File: src/rtl/hbgs_pkg.sv
package hbgs_pkg;
  typedef enum logic [2:0] {
    ST_IDLE    = 3'd0,
    ST_WAIT_HI = 3'd1,
    ST_HI_ON   = 3'd2,
    ST_WAIT_LO = 3'd3,
    ST_LO_ON   = 3'd4,
    ST_FAULT   = 3'd5,
    ST_TRIP    = 3'd6
  } seq_state_t;
endpackage

File: src/rtl/hbgs_fsm.sv
module hbgs_fsm
  import hbgs_pkg::*;
#(
  parameter int DT_W = 8
) (
  input  logic            clk,
  input  logic            rst_n,
  input  logic            pwm_req,
  input  logic            lo_gate_off,
  input  logic            hi_gate_off,
  input  logic            zc_flag,
  input  logic            fccm_sel,
  input  logic            tri_req,
  input  logic [DT_W-1:0] dt_timeout,
  input  logic            off_ok,
  output seq_state_t      state,
  output logic            hi_drop
);
  seq_state_t      st_q, st_d;
  logic [DT_W-1:0] wd_q, wd_d;
  logic            lvl_q, lvl_d;
  logic            waiting, opp_off, wd_hit;
  logic [DT_W:0]   wd_inc;

  // Watchdog: consecutive wait cycles without the opposite-gate-off flag
  assign waiting = (st_q == ST_WAIT_HI) || (st_q == ST_WAIT_LO);
  assign opp_off = (st_q == ST_WAIT_HI) ? lo_gate_off : hi_gate_off;
  assign wd_inc  = {1'b0, wd_q} + (DT_W+1)'(1);
  assign wd_hit  = (dt_timeout != '0) && (wd_inc >= {1'b0, dt_timeout});

  always_comb begin
    st_d  = st_q;
    lvl_d = lvl_q;
    if (tri_req) begin
      st_d = ST_FAULT;
    end else begin
      case (st_q)
        ST_IDLE:    if (pwm_req) st_d = ST_WAIT_HI;
        ST_WAIT_HI: begin
          if (!pwm_req)                    st_d = ST_IDLE;
          else if (lo_gate_off && off_ok)  st_d = ST_HI_ON;
          else if (!lo_gate_off && wd_hit) st_d = ST_TRIP;
        end
        ST_HI_ON:   if (!pwm_req) st_d = ST_WAIT_LO;
        ST_WAIT_LO: begin
          if (pwm_req)          st_d = ST_WAIT_HI;
          else if (hi_gate_off) st_d = ST_LO_ON;
          else if (wd_hit)      st_d = ST_TRIP;
        end
        ST_LO_ON: begin
          if (pwm_req)                             st_d = ST_WAIT_HI;
          else if (!fccm_sel && zc_flag && off_ok) st_d = ST_IDLE;
        end
        ST_FAULT:   st_d = ST_IDLE;
        ST_TRIP:    if (pwm_req != lvl_q) st_d = ST_IDLE;
        default:    st_d = ST_IDLE;
      endcase
    end
    if ((st_d == ST_TRIP) && (st_q != ST_TRIP)) lvl_d = pwm_req;
  end

  always_comb begin
    if ((st_d != st_q) || !waiting || opp_off) wd_d = '0;
    else if (&wd_q)                            wd_d = wd_q;
    else                                       wd_d = wd_q + DT_W'(1);
  end

  always_ff @(posedge clk or negedge rst_n) begin
    if (!rst_n) begin
      st_q  <= ST_IDLE;
      wd_q  <= '0;
      lvl_q <= 1'b0;
    end else begin
      st_q  <= st_d;
      wd_q  <= wd_d;
      lvl_q <= lvl_d;
    end
  end

  assign state   = st_q;
  assign hi_drop = (st_q == ST_HI_ON) && (st_d != ST_HI_ON);
endmodule

File: src/rtl/hbgs_offtimer.sv
module hbgs_offtimer #(
  parameter int MIN_OFF = 50
) (
  input  logic clk,
  input  logic rst_n,
  input  logic hi_drop,
  output logic off_ok
);
  localparam int CNT_W = $clog2(MIN_OFF + 1);
  logic [CNT_W-1:0] cnt_q, cnt_d;

  always_comb begin
    if (hi_drop)            cnt_d = CNT_W'(MIN_OFF - 1);
    else if (cnt_q != '0)   cnt_d = cnt_q - CNT_W'(1);
    else                    cnt_d = cnt_q;
  end

  always_ff @(posedge clk or negedge rst_n) begin
    if (!rst_n) cnt_q <= '0;
    else        cnt_q <= cnt_d;
  end

  assign off_ok = (cnt_q == '0);
endmodule

File: src/rtl/hbgs_ocsample.sv
module hbgs_ocsample #(
  parameter int OC_DLY = 27
) (
  input  logic clk,
  input  logic rst_n,
  input  logic lo_on,
  input  logic oc_cmp,
  output logic strobe,
  output logic trip
);
  localparam int AGE_W = $clog2(OC_DLY + 2);
  localparam logic [AGE_W-1:0] AGE_MAX = AGE_W'(OC_DLY + 1);
  logic [AGE_W-1:0] age_q, age_d;
  logic             trip_q, trip_d;

  assign strobe = lo_on && (age_q == AGE_W'(OC_DLY));

  always_comb begin
    if (!lo_on)               age_d = '0;
    else if (age_q != AGE_MAX) age_d = age_q + AGE_W'(1);
    else                      age_d = age_q;
    trip_d = strobe && oc_cmp;
  end

  always_ff @(posedge clk or negedge rst_n) begin
    if (!rst_n) begin
      age_q  <= '0;
      trip_q <= 1'b0;
    end else begin
      age_q  <= age_d;
      trip_q <= trip_d;
    end
  end

  assign trip = trip_q;
endmodule

File: src/rtl/hb_gate_seq.sv
module hb_gate_seq
  import hbgs_pkg::*;
#(
  parameter int MIN_OFF = 50,
  parameter int OC_DLY  = 27,
  parameter int DT_W    = 8
) (
  input  logic            clk,
  input  logic            rst_n,
  input  logic            pwm_req,
  input  logic            lo_gate_off,
  input  logic            hi_gate_off,
  input  logic            zc_flag,
  input  logic            fccm_sel,
  input  logic            tri_req,
  input  logic            oc_cmp,
  input  logic [DT_W-1:0] dt_timeout,
  output logic            hi_en,
  output logic            lo_en,
  output logic            tri_out,
  output logic            oc_strobe,
  output logic            oc_trip
);
  seq_state_t state;
  logic       hi_drop, off_ok;

  hbgs_fsm #(.DT_W(DT_W)) u_fsm (
    .clk(clk), .rst_n(rst_n), .pwm_req(pwm_req), .lo_gate_off(lo_gate_off),
    .hi_gate_off(hi_gate_off), .zc_flag(zc_flag), .fccm_sel(fccm_sel),
    .tri_req(tri_req), .dt_timeout(dt_timeout), .off_ok(off_ok),
    .state(state), .hi_drop(hi_drop)
  );

  hbgs_offtimer #(.MIN_OFF(MIN_OFF)) u_off (
    .clk(clk), .rst_n(rst_n), .hi_drop(hi_drop), .off_ok(off_ok)
  );

  hbgs_ocsample #(.OC_DLY(OC_DLY)) u_oc (
    .clk(clk), .rst_n(rst_n), .lo_on(lo_en), .oc_cmp(oc_cmp),
    .strobe(oc_strobe), .trip(oc_trip)
  );

  assign hi_en   = (state == ST_HI_ON);
  assign lo_en   = (state == ST_LO_ON);
  assign tri_out = (state == ST_FAULT) || (state == ST_TRIP);
endmodule

File: config.mk
export PLATFORM = sky130hd
export DESIGN_NAME = hb_gate_seq
export DESIGN_NICKNAME = d
export VERILOG_FILES = /design/src/rtl/hbgs_pkg.sv /design/src/rtl/hbgs_fsm.sv /design/src/rtl/hbgs_offtimer.sv /design/src/rtl/hbgs_ocsample.sv /design/src/rtl/hb_gate_seq.sv
export SDC_FILE = /design/constraint.sdc
export NUM_CORES = 1
export LEC_CHECK = 0
export BUFFER_PORTS_ARGS = -buffer_cell sky130_fd_sc_hd__buf_2
export CORE_AREA = 2 2 63 65
export CTS_CLUSTER_SIZE = 8
export DETAILED_ROUTE_END_ITERATION = 10
export DIE_AREA = 0 0 65 67
export PLACE_DENSITY = 0.79
export SYNTH_ARGS = -nofsm -noshare
export SYNTH_HDL_FRONTEND = slang
export SYNTH_SLANG_ARGS = --single-unit
File: constraint.sdc
create_clock -name clk -period 3.4 [get_ports clk]
set_input_delay 0.68 -clock clk [delete_from_list [all_inputs] [get_ports clk]]
set_output_delay 0.68 -clock clk [all_outputs]
set_load 0.005 [all_outputs]
# ---- Yosys cells after proc, flatten, opt, wreduce, memory -nomap -nowiden
# Cells that the tools add are included.
dict set report word_totals {
  latchBits 0
  memories 0
  ram_bits 0
  reg_bits 24
  mem_bits_ro 0
}
dict set report op_classes {
  n_mul 0
  add_sub_neg 4
  n_eq_ne 15
  n_div 0
  n_bitwise 0
  n_mux 20
  n_shift 0
  n_reduce_logical 22
  order_cmp 1
}
# op n
set op_table {}
lappend op_table {{$mux W3} 12}
lappend op_table {{$pmux W3 S6} 1}
lappend op_table {{$mux W8} 2}
lappend op_table {{$eq A3 B3 Y1 const B} 4}
lappend op_table {{$mux W6} 2}
lappend op_table {{$mux W5} 2}
lappend op_table {{$add A8 B1 Y9 const B} 1}
lappend op_table {{$ge A9 B8 Y1} 1}
lappend op_table {{$logic_and A1 B1 Y1} 9}
lappend op_table {{$add A8 B1 Y8 const B} 1}
lappend op_table {{$reduce_and A8 Y1} 1}
lappend op_table {{$reduce_bool A8 Y1} 1}
lappend op_table {{$eq A3 B2 Y1 const B} 2}
lappend op_table {{$logic_not A6 Y1} 1}
lappend op_table {{$reduce_bool A6 Y1} 1}
lappend op_table {{$sub A6 B1 Y6 const B} 1}
lappend op_table {{$add A5 B1 Y5 const B} 1}
lappend op_table {{$eq A5 B5 Y1 const B} 1}
lappend op_table {{$ne A5 B5 Y1 const B} 1}
lappend op_table {{$logic_or A1 B1 Y1} 4}
lappend op_table {{$eq A3 B1 Y1 const B} 1}
lappend op_table {{$logic_not A1 Y1} 3}
lappend op_table {{$logic_not A3 Y1} 1}
lappend op_table {{$ne A3 B2 Y1 const B} 1}
lappend op_table {{other kinds (7)} 7}

# ---- Logic depth before layout (Yosys ltp)
dict set report depth {
  word_depth 13
  ltp_mapped 12
  depth_no_buf 12
}

# ---- Hierarchy
# Synthesis repeated with hierarchy kept, for this count alone.
dict set report unflattened {
  cells_unflattened 198
  area_unflattened_um2 1821.7
}
# module seq_area_each_um2 instances area_per_inst_um2 cells_per_inst
set by_module_without_submodules {}
lappend by_module_without_submodules {hbgs_fsm 300.3 1 1108.6 129}
lappend by_module_without_submodules {hbgs_ocsample 150.1 1 345.3 32}
lappend by_module_without_submodules {hbgs_offtimer 150.1 1 337.8 33}
lappend by_module_without_submodules {hb_gate_seq 0.0 1 30.0 4}

# ---- Least setup slack after synthesis
# OpenSTA, ideal clock, no wires.
dict set report synth_path {
  kind {flip-flop to flip-flop}
  from {register u_fsm.wd_q[2]}
  to {register u_off.cnt_q[3]}
  required_time_ps 3322
  period_less_slack_ps 2670
  stages_incl_launch_ff 13
  path_buffers 0
  path_slack_ps 730
  arrival_time_ps 2592
  path_cell_list {dfrtp_1 > nand3_1 > nor2_1 > and3_1 > xor2_1 > ha_1 > and3_1 > a221oi_2 > o211ai_2 > a21oi_4 > inv_2 > o41ai_4 > a21boi_1}
}
dict set report synth_via {
  elab_chain_len 12
  word_cells_on_any_way 16
  cone_classes {add/sub: 1; order compare: 1; eq/ne: 1; mux: 9; reduce/logical: 4}
}
# item line_no
set synth_lines {}
lappend synth_lines {{start: declaration} hbgs_fsm.sv:20} ;# logic [DT_W-1:0] wd_q, wd_d;
lappend synth_lines {{start signal: assignment} hbgs_fsm.sv:75} ;# wd_q <= wd_d;
lappend synth_lines {{$add A8 B1 Y9 *} hbgs_fsm.sv:28} ;# assign wd_inc = {1'b0, wd_q} + (DT_W+1)'(1);
lappend synth_lines {{$ge A9 B8 Y1 *} hbgs_fsm.sv:29} ;# assign wd_hit = (dt_timeout != '0) && (wd_inc >= {1'b0, dt_timeout});
lappend synth_lines {{$logic_and A1 B1 Y1 *} hbgs_fsm.sv:29}
lappend synth_lines {{$logic_and A1 B1 Y1} hbgs_fsm.sv:42} ;# else if (!lo_gate_off && wd_hit) st_d = ST_TRIP;
lappend synth_lines {{$mux W3} hbgs_fsm.sv:42}
lappend synth_lines {{$mux W3} hbgs_fsm.sv:41} ;# else if (lo_gate_off && off_ok) st_d = ST_HI_ON;
lappend synth_lines {{$mux W3} hbgs_fsm.sv:40} ;# if (!pwm_req) st_d = ST_IDLE;
lappend synth_lines {{$pmux W3 S6 *} hbgs_fsm.sv:37} ;# case (st_q)
lappend synth_lines {{$mux W3 *} hbgs_fsm.sv:34} ;# if (tri_req) begin
lappend synth_lines {{net u_fsm.st_d[2]} hbgs_fsm.sv:19} ;# seq_state_t st_q, st_d;
lappend synth_lines {{$ne A3 B2 Y1 *} hbgs_fsm.sv:81} ;# assign hi_drop = (st_q == ST_HI_ON) && (st_d != ST_HI_ON);
lappend synth_lines {{$logic_and A1 B1 Y1 *} hbgs_fsm.sv:81}
lappend synth_lines {{$mux W6 or $reduce_bool A2 Y1 (tied branches)} -}
lappend synth_lines {{end signal: assignment} hbgs_offtimer.sv:20} ;# else cnt_q <= cnt_d;
lappend synth_lines {{end: declaration} hbgs_offtimer.sv:10} ;# logic [CNT_W-1:0] cnt_q, cnt_d;
# The timed path passes the listed nets; every way through them passes the cells marked *.
# A chain may end at the register's enable or synchronous reset.

# ---- Worst setup path after layout
dict set report layout_path {
  from {register u_fsm.wd_q[0]}
  to {register u_off.cnt_q[1]}
}
# Same word-level chain as after synthesis.

==> flow_summary.json <==
{
  "status": "finished clean",
  "max_freq_mhz": 333,
  "root_buffer": "clkbuf_8",
  "cts_buffers": 3,
  "hold_violations": 0,
  "maxCapViolCount": 0,
  "viasPerCell": 5.53,
  "initial_core_util_pct": 48.4,
  "rows": 22,
  "critPathCaptureType": "flop",
  "areaGrowthSynthToFinish_pct": 12.5,
  "drtIter0Drc": 125,
  "place_inst": 264,
  "synth_edf_count": 0,
  "power_density_mw_per_mm2": 448,
  "min_period_over_period_pct": 88.2,
  "rsz0062_at_grt": "no",
  "startpoint_type": "flop",
  "final_cell_mix": "dfrtp_1 (24), buf_2 (21), inv_1 (18), nor2_1 (18), nand3_1 (13)",
  "fin_nets": 250,
  "overflow": 0,
  "drive_above_1_share_pct": 16.8,
  "ys_types": 51,
  "drtAntennaViolNets": 0,
  "grt_pass1_wl_mm": 6.27,
  "synth_cells": 199,
  "postCtsSetupBuffers": 0,
  "p_leak_uw": 0.000970,
  "synthArstFlopShare_pct": 100,
  "cts.sinks": 24,
  "post-dp-hpwl_mm": 2.78,
  "ys_seq_area_share_pct": 34.4,
  "tns_ps": 0,
  "antenna_found_initial": 0,
  "routedWlPerCell_um": 13.2,
  "synth-main-ff-cell": "dfrtp_1",
  "firstDrtPassIters": 4,
  "yosysWarningCount": 0,
  "cts_hold_buf": 0,
  "grt_max_degree": 25,
  "cts.repair.resized": 0,
  "final_max_slew_viol_count": 0,
  "synth_seq_cells": 24,
  "io_pins": 22,
  "setup_viol": 0,
  "diodes": 0,
  "wirelength_mm": 3.54,
  "peakVddDrop_v": 0.000310,
  "period_needed_ps": 3000,
  "cp_max_fo": 6,
  "netlist_area_mm2": 0.00175,
  "pre_cts_slack_ps": 396,
  "first_global_vias": 1393,
  "die_width_um": 65,
  "reg2reg_slack_ps": 400,
  "syn_nets": 228,
  "hold_class": "in -> async",
  "place.gp.congestion": 0.844,
  "skew_ps": 10.7,
  "cts_max_level": 1,
  "slew_headroom_pct": 53.6,
  "path_clk_slew_ps": 90,
  "fin_cells": 268,
  "dieArea_mm2": 0.00436,
  "worstSetupPathType": "reg -> reg",
  "port_buffers": 21,
  "core_mm2": 0.00361,
  "cp.arrival_ps": 3200,
  "layout_commonest_cell": "dfrtp_1",
  "syn_avg_cell_area_um2": 8.78,
  "cts_tree": "done",
  "vias": 1483,
  "setup_ws_ps": 401,
  "crit_required_ps": 3600,
  "tightest_slew_ps": 696,
  "die_h_um": 67,
  "grt_use_total_pct": 18.4,
  "drcViolationCount": 0,
  "clk_latency_ps": 270,
  "cts_buffer_depth": 2
}
## worst max-delay path: stages, from the launching register on
cell and delay, ps:
dfrtp_1 440, nand2_1 70, nor2_1 160, and3_1 190, xor2_1 210, ha_1 290, and3_1 210, a221oi_2 300
o211ai_2 210, a21oi_4 200, inv_2 70, o41ai_4 360, o211a_1 220
## report_power, final
part	switching, uW	internal [uW]
logic	137	109
registers	57.9	328
clock network	91.9	157
total	287	594
## cell families after synthesis
group | synth area share [%]
adders and majority gates | 8.60
muxes | 1.15
buffers and inverters | 5.16
and+or+nand+nor | 27.4
DFF | 34.4
xor gates and xnor gates | 5.01
AOI/OAI and AO/OA | 18.3
## through the flow
stage / hold WS, ps / utilization, % / power [uW] / cell area, um^2
after global routing: 421 / 54.5 / 936 / 1960
after floorplan: 384 / - / 565 / 1750
final: 379 / 54.5 / 881 / 1960
after global placement: 515 / 52.5 / 620 / 1890
after CTS: 392 / 54.5 / 890 / 1960
after detailed placement: 528 / 52.5 / 629 / 1890
## per-layer routing
| metal | vias up | wire [um] | global-route usage, % |
|---|---|---|---|
| li1 | 756 | - | - |
| met1 | 689 | 1590 | 23.2 |
| met2 | 34 | 1760 | 33.0 |
| met3 | 4 | 162 | 3.55 |
| met4 | 0 | 31 | 3.19 |
| met5 | - | 0 | 0 |
## synthesized netlist by cell type, types with 5 or more instances
| library cell | count | area (um^2) |
|---|---|---|
| dfrtp_1 | 24 | 601 |
| inv_1 | 18 | 67.6 |
| nor2_1 | 18 | 67.6 |
| nand3_1 | 13 | 65.1 |
| ha_1 | 12 | 150 |
| nand2_1 | 12 | 45.0 |
| nor3_1 | 11 | 55.1 |
| a21oi_1 | 8 | 40.0 |
| nor2b_1 | 5 | 31.3 |
| o21ai_0 | 5 | 25.0 |
| xnor2_1 | 5 | 43.8 |
| xor2_1 | 5 | 43.8 |
## final cells by class
| class | instances | area [um^2] |
|---|---|---|
| Fill cell | 327 | 1640 |
| Multi-Input combinational cell | 152 | 1060 |
| Sequential cell | 24 | 601 |
| Timing Repair Buffer | 21 | 105 |
| Inverter | 19 | 71.3 |
| Tap cell | 48 | 60.1 |
| Clock buffer | 3 | 41.3 |
| Clock inverter | 1 | 30.0 |
## sequential cells by signal, indices dropped and copies added (netlist names)
signal       count
u_oc.age_q       5
u_fsm.wd_q       8
u_off.cnt_q      6
u_fsm.lvl_q      1
u_oc.trip        1
u_fsm.state      3
## path summary, 6_finish.rpt
path | from | to | depth (start not counted)
min in group clk | u_off.cnt_q[5] | u_off.cnt_q[5] | 2
max in group asynchronous | rst_n | u_fsm.wd_q[0] | 1
worst min register to register | u_off.cnt_q[5] | u_off.cnt_q[5] | 2
worst min-delay path | rst_n | u_oc.trip | 1
worst max register to register | u_fsm.wd_q[0] | u_off.cnt_q[1] | 12
worst max-delay path | u_fsm.wd_q[0] | u_off.cnt_q[1] | 12
Note: power is estimated with default switching activity, not from simulation.
